`config.mk`:
```
export PLATFORM = sky130hd
export DESIGN_NAME = gcfg_bank
export DESIGN_NICKNAME = d
export VERILOG_FILES = /design/src/rtl/gcfg_pkg.sv /design/src/rtl/gcfg_index_reg.sv /design/src/rtl/gcfg_decode.sv /design/src/rtl/gcfg_regs.sv /design/src/rtl/gcfg_bank.sv
export SDC_FILE = /design/constraint.sdc
export NUM_CORES = 1
export LEC_CHECK = 0
export ABC_CLOCK_PERIOD_IN_PS = 3600
export BUFFER_PORTS_ARGS = -buffer_cell sky130_fd_sc_hd__buf_4
export CORE_MARGIN = 5
export CORE_UTILIZATION = 52
export CTS_CLUSTER_SIZE = 10
export DETAILED_ROUTE_END_ITERATION = 6
export PLACE_DENSITY_LB_ADDON = 0.3
export SKIP_LAST_GASP = 1
export SLEW_MARGIN = 10
export SYNTH_ARGS = -nofsm -noshare
export SYNTH_HDL_FRONTEND = slang
export SYNTH_SLANG_ARGS = --single-unit
```
`constraint.sdc`:
```
create_clock -name clk -period 3.6 [get_ports clk]
set_input_delay 0.54 -clock clk [delete_from_list [all_inputs] [get_ports clk]]
set_output_delay 0.54 -clock clk [all_outputs]
set_load 0.01 [all_outputs]
```
`src/rtl/gcfg_pkg.sv`:
```
package gcfg_pkg;
    localparam int DW = 8;
    localparam int SELW = 2;

    typedef logic [DW-1:0] byte_t;

    localparam byte_t IDX_CTL = 8'h02;
    localparam byte_t IDX_ACC = 8'h03;
    localparam byte_t IDX_LDN = 8'h07;

    localparam logic [SELW-1:0] SEL_RESET = 2'b11;
    localparam int SOFT_BIT = 0;
    localparam int RUN_BIT = DW - 1;

    typedef struct packed {
        logic ctl;
        logic acc;
        logic ldn;
    } hit_t;

    typedef struct packed {
        logic            run_en;
        logic [SELW-1:0] base_sel;
    } acc_t;

    function automatic byte_t base_of(logic [SELW-1:0] s);
        case (s)
            2'b11:   return 8'hEA;
            2'b10:   return 8'hE4;
            2'b01:   return 8'hE2;
            default: return 8'hE0;
        endcase
    endfunction

    function automatic byte_t acc_view(acc_t a);
        byte_t v;
        v = '0;
        v[RUN_BIT] = a.run_en;
        v[SELW-1:0] = a.base_sel;
        return v;
    endfunction
endpackage

```
`src/rtl/gcfg_index_reg.sv`:
```
module gcfg_index_reg
    import gcfg_pkg::*;
(
    input  logic  clk,
    input  logic  rst,
    input  logic  wr,
    input  byte_t wdata,
    output byte_t index_q
);
    always_ff @(posedge clk) begin
        if (rst) index_q <= '0;
        else if (wr) index_q <= wdata;
    end

    assert_idx_hold_R2: assert property (@(posedge clk) disable iff (rst)
        !wr |=> $stable(index_q));
endmodule

```
`src/rtl/gcfg_decode.sv`:
```
module gcfg_decode
    import gcfg_pkg::*;
(
    input  byte_t index_q,
    output hit_t  hit
);
    always_comb begin
        hit.ctl = (index_q == IDX_CTL);
        hit.acc = (index_q == IDX_ACC);
        hit.ldn = (index_q == IDX_LDN);
    end
endmodule

```
`src/rtl/gcfg_regs.sv`:
```
module gcfg_regs
    import gcfg_pkg::*;
(
    input  logic  clk,
    input  logic  rst,
    input  logic  wr,
    input  hit_t  hit,
    input  byte_t wdata,
    output logic  soft_rst,
    output acc_t  acc_q,
    output byte_t ldn_q,
    output byte_t run_base
);
    always_ff @(posedge clk) begin
        if (rst) begin
            soft_rst <= 1'b0;
            acc_q.run_en <= 1'b0;
            acc_q.base_sel <= SEL_RESET;
            ldn_q <= '0;
        end else begin
            soft_rst <= wr && hit.ctl && wdata[SOFT_BIT];
            if (wr && hit.acc) begin
                acc_q.run_en <= wdata[RUN_BIT];
                acc_q.base_sel <= wdata[SELW-1:0];
            end
            if (wr && hit.ldn) ldn_q <= wdata;
        end
    end

    always_comb run_base = base_of(acc_q.base_sel);

    assert_base_legal_R5: assert property (@(posedge clk) disable iff (rst)
        (run_base == 8'hEA) || (run_base == 8'hE4) ||
        (run_base == 8'hE2) || (run_base == 8'hE0));
endmodule

```
`src/rtl/gcfg_bank.sv`:
```
module gcfg_bank
    import gcfg_pkg::*;
(
    input  logic         clk,
    input  logic         rst,
    input  logic         cfg_mode,
    input  logic         port_sel,
    input  logic         wr_en,
    input  logic         rd_en,
    input  logic [7:0]   wdata,
    output logic [7:0]   rdata,
    output logic         soft_rst,
    output logic [7:0]   ldev_num,
    output logic         run_access_en,
    output logic [7:0]   run_base
);
    byte_t index_q;
    byte_t ldn_q;
    byte_t data_view;
    hit_t  hit;
    acc_t  acc_q;
    logic  idx_wr;
    logic  dat_wr;

    always_comb begin
        idx_wr = cfg_mode && wr_en && !port_sel;
        dat_wr = cfg_mode && wr_en && port_sel;
    end

    gcfg_index_reg u_index (
        .clk(clk), .rst(rst), .wr(idx_wr), .wdata(wdata), .index_q(index_q)
    );

    gcfg_decode u_decode (
        .index_q(index_q), .hit(hit)
    );

    gcfg_regs u_regs (
        .clk(clk), .rst(rst), .wr(dat_wr), .hit(hit), .wdata(wdata),
        .soft_rst(soft_rst), .acc_q(acc_q), .ldn_q(ldn_q), .run_base(run_base)
    );

    always_comb begin
        data_view = '0;
        if (hit.acc) data_view = acc_view(acc_q);
        if (hit.ldn) data_view = ldn_q;
        if (!cfg_mode || !rd_en) rdata = '0;
        else if (port_sel) rdata = data_view;
        else rdata = index_q;
    end

    assign ldev_num = ldn_q;
    assign run_access_en = acc_q.run_en;

    assert_nocfg_read_zero_R8: assert property (@(posedge clk) disable iff (rst)
        !cfg_mode |-> rdata == 8'h00);

    assert_nocfg_hold_R8: assert property (@(posedge clk) disable iff (rst)
        !cfg_mode |=> $stable(ldev_num) && $stable(run_access_en) && $stable(run_base));

    assert_rsvd_bits_zero_R4: assert property (@(posedge clk) disable iff (rst)
        (rd_en && port_sel && index_q == IDX_ACC) |-> rdata[6:2] == 5'b0);

    assert_pulse_cause_R3: assert property (@(posedge clk) disable iff (rst)
        soft_rst |-> $past(cfg_mode && wr_en && port_sel && index_q == IDX_CTL && wdata[0]));
endmodule

```
==> results.cfg <==
[timing]
slew_headroom_pct = 46.06
hold_viol = 0
period_minus_slack_ps = 2511
worst_pin_slew_ps = 807.4
skew_ps = 3.709
fmax_mhz = 398.2
finalSetupTns_ps = 0
rsz0062_at_grt = false
fin_crit_sh_pct = 69.75
layout_setup_ws_ps = 1089
setup_viol = 0
slew_violations = 0

[layout]
antenna_cells = 0
nFillCells = 176
layout-drive-gt1-share_pct = 29.22
area_growth_pct = 22.77
layout.nets = 170

[pwr]
leakage_nw = 0.5994
ir_drop_v = 0.0002273
p_per_area_mw_per_mm2 = 275.9

[grt]
grt_util_all_layers_pct = 16.69
grt_pass1_vias = 940
grt_overflow = 0
grt_antenna_before_repair = 0
grt_start_max_net_pins = 30
grt_pass1_wl_mm = 4.326

[clock_network]
htreeDepth = 1
cts_resized = 0
cts_hold_buf = 0
clock_latency_ps = 300
cts_buffers = 3
root_buffer = clkbuf_4
cts_tree = yes
cts_buffer_depth = 2
cts_setup_buffers = 0
path_clk_slew_ps = 110
cts.sinks = 20

[synthesis]
syn_avg_cell_area_sq_um = 8.827
synth-xor-area-share_pct = 0
yosys-top-cells-area = dfxtp_1, mux2i_1, nand2b_1
synth_top_area_cell = dfxtp_1
synthCells = 127
synth_edf_count = 0
synthArstFlopShare_pct = 0
synth-simple-area-share_pct = 34.04
synth_top_family_by_area = simple AND/OR/NAND/NOR gates
synth.top_cell.area_share_pct = 35.71
ys_types = 24
synth_most_common_cell = nand2b_1
yosys-top-cells-count = nand2b_1, dfxtp_1, mux2i_1, nor2_1
synthFlopType = dfxtp_1
synth-seq-cells = 20
synth_compound_area_share_pct = 3.571
yosysWarnings = 0
netlist_area_sq_mm = 0.001121
synthMuxAreaShare_pct = 19.98
synthAdderAreaFrac_pct = 0
seq_area_frac_synth_pct = 35.71

[die]
fp.dieArea_sq_mm = 0.003184
num_rows = 16
start_util_pct = 56.00
core_sq_mm = 0.002002
die_x_um = 56.43
ios = 40
die_h_um = 56.43

[drt]
vias = 962
postRouteAntennaNets = 0
first_pass_iters = 4
routedWlPerCell_um = 13.72
drtIter0Drc = 16
avgViaCountPerCell = 5.315
route.detailed.drc = 0
drt_wl_total_mm = 2.483

[critical_path]
criticalPathCategory = reg2out
crit_arrival_ps = 1970
crit_path_max_fanout = 7
cp_data_required_time_ps = 3060
worstSetupEndpointType = primary output
start_kind = register

[run_status]
outcome = finished, final reports clean

[placement]
place_ws_ps = 1468
gp_congestion = 0.8276
port_buffers = 34
dp_hpwl_mm = 1.879

[job]
maxCapViolations = 0

[min_path]
hp-class = in2reg
critical path, cell delays in order (launching register included):
cell	delay, ps
dfxtp_1	400
nor3b_1	690
nand4_1	180
a21oi_1	250
buf_4	160
cell families (layout without fill, tap and decap cells):
family / Yosys count / after routing
compound gates: 8 / 8
buf+inv: 13 / 37
other cells: 2 / 5
flops: 20 / 20
mux: 22 / 22
simple gates: 62 / 62
metal layers:
| layer | routed length, um | share of wire, % | global-route usage, % |
|---|---|---|---|
| met4 | 24 | 0.97 | 6.102 |
| met2 | 1150 | 46 | 26.90 |
| met5 | 0 | 0 | 0 |
| met3 | 170 | 6.8 | 5.275 |
| met1 | 1137 | 46 | 20.64 |
cell type report:
class / count / area [sq um] / share of cell area, %
flip-flops and latches: 20 / 400.4 / 29.09
clock buffers: 3 / 22.52 / 1.636
well taps: 27 / 33.78 / 2.455
repair buffers: 34 / 255.2 / 18.55
multi-input cells: 97 / 664.4 / 48.27
final timing paths:
| kind | startpoint | end | slack [ps] | depth (start not counted) |
|---|---|---|---|---|
| worst max-delay path | u_index.index_q[0]$_SDFFE_PP0P_ | rdata[3] | 1090 | 4 |
| worst min-delay path | wdata[4] | u_index.index_q[4]$_SDFFE_PP0P_ | 480 | 3 |
| worst max register to register | u_index.index_q[3]$_SDFFE_PP0P_ | u_regs.ldn_q[7]$_SDFFE_PP0P_ | 1600 | 3 |
| worst min register to register | u_regs.ldn_q[0]$_SDFFE_PP0P_ | u_regs.ldn_q[0]$_SDFFE_PP0P_ | 500 | 2 |
state kept, by name (all words and copies together), names as in the netlist:
| signal | count |
|---|---|
| u_index.index_q | 8 |
| u_regs.soft_rst | 1 |
| u_regs.acc_q | 3 |
| u_regs.ldn_q | 8 |
per-stage QoR:
step                std cells  instance area, sq um  util (%)  hold WS (ps)  total power, W
CTS                       181                  1376     68.75         476.9       0.0003822
floorplan                 130                  1132         -         449.1       0.0002647
detailed placement        178                  1354     67.63         483.9       0.0002797
global route              181                  1376     68.75         502.4       0.0003952
global placement          178                  1354     67.63         467.5       0.0002782
finish                    181                  1376     68.75         480.2       0.0003797
layout by cell type, fill, tap and decap left out, drive strengths merged, types with 2 or more instances in the layout:
master / Yosys / routed
nor2: 13 / 13
a21oi: 8 / 8
dfxtp: 20 / 20
nand2b: 22 / 22
mux2i: 19 / 19
mux2: 3 / 3
nand4: 6 / 6
clkbuf: 8 / 3
and2: 2 / 2
conb: 2 / 5
nand2: 4 / 4
nor4: 2 / 2
nand3: 4 / 4
buf: 5 / 34
report_power, final:
| part | internal (W) | switching [W] | leakage [nW] | total (W) |
|---|---|---|---|---|
| Sequential | 0.000224 | 0.00000396 | 0.162 | 0.000228 |
| Combinational | 0.0000228 | 0.0000241 | 0.424 | 0.0000469 |
| Clock | 0.0000390 | 0.0000656 | 0.0138 | 0.000105 |
| Total | 0.000286 | 0.0000936 | 0.599 | 0.000380 |
No activity file was read; power rests on OpenSTA's default activity.
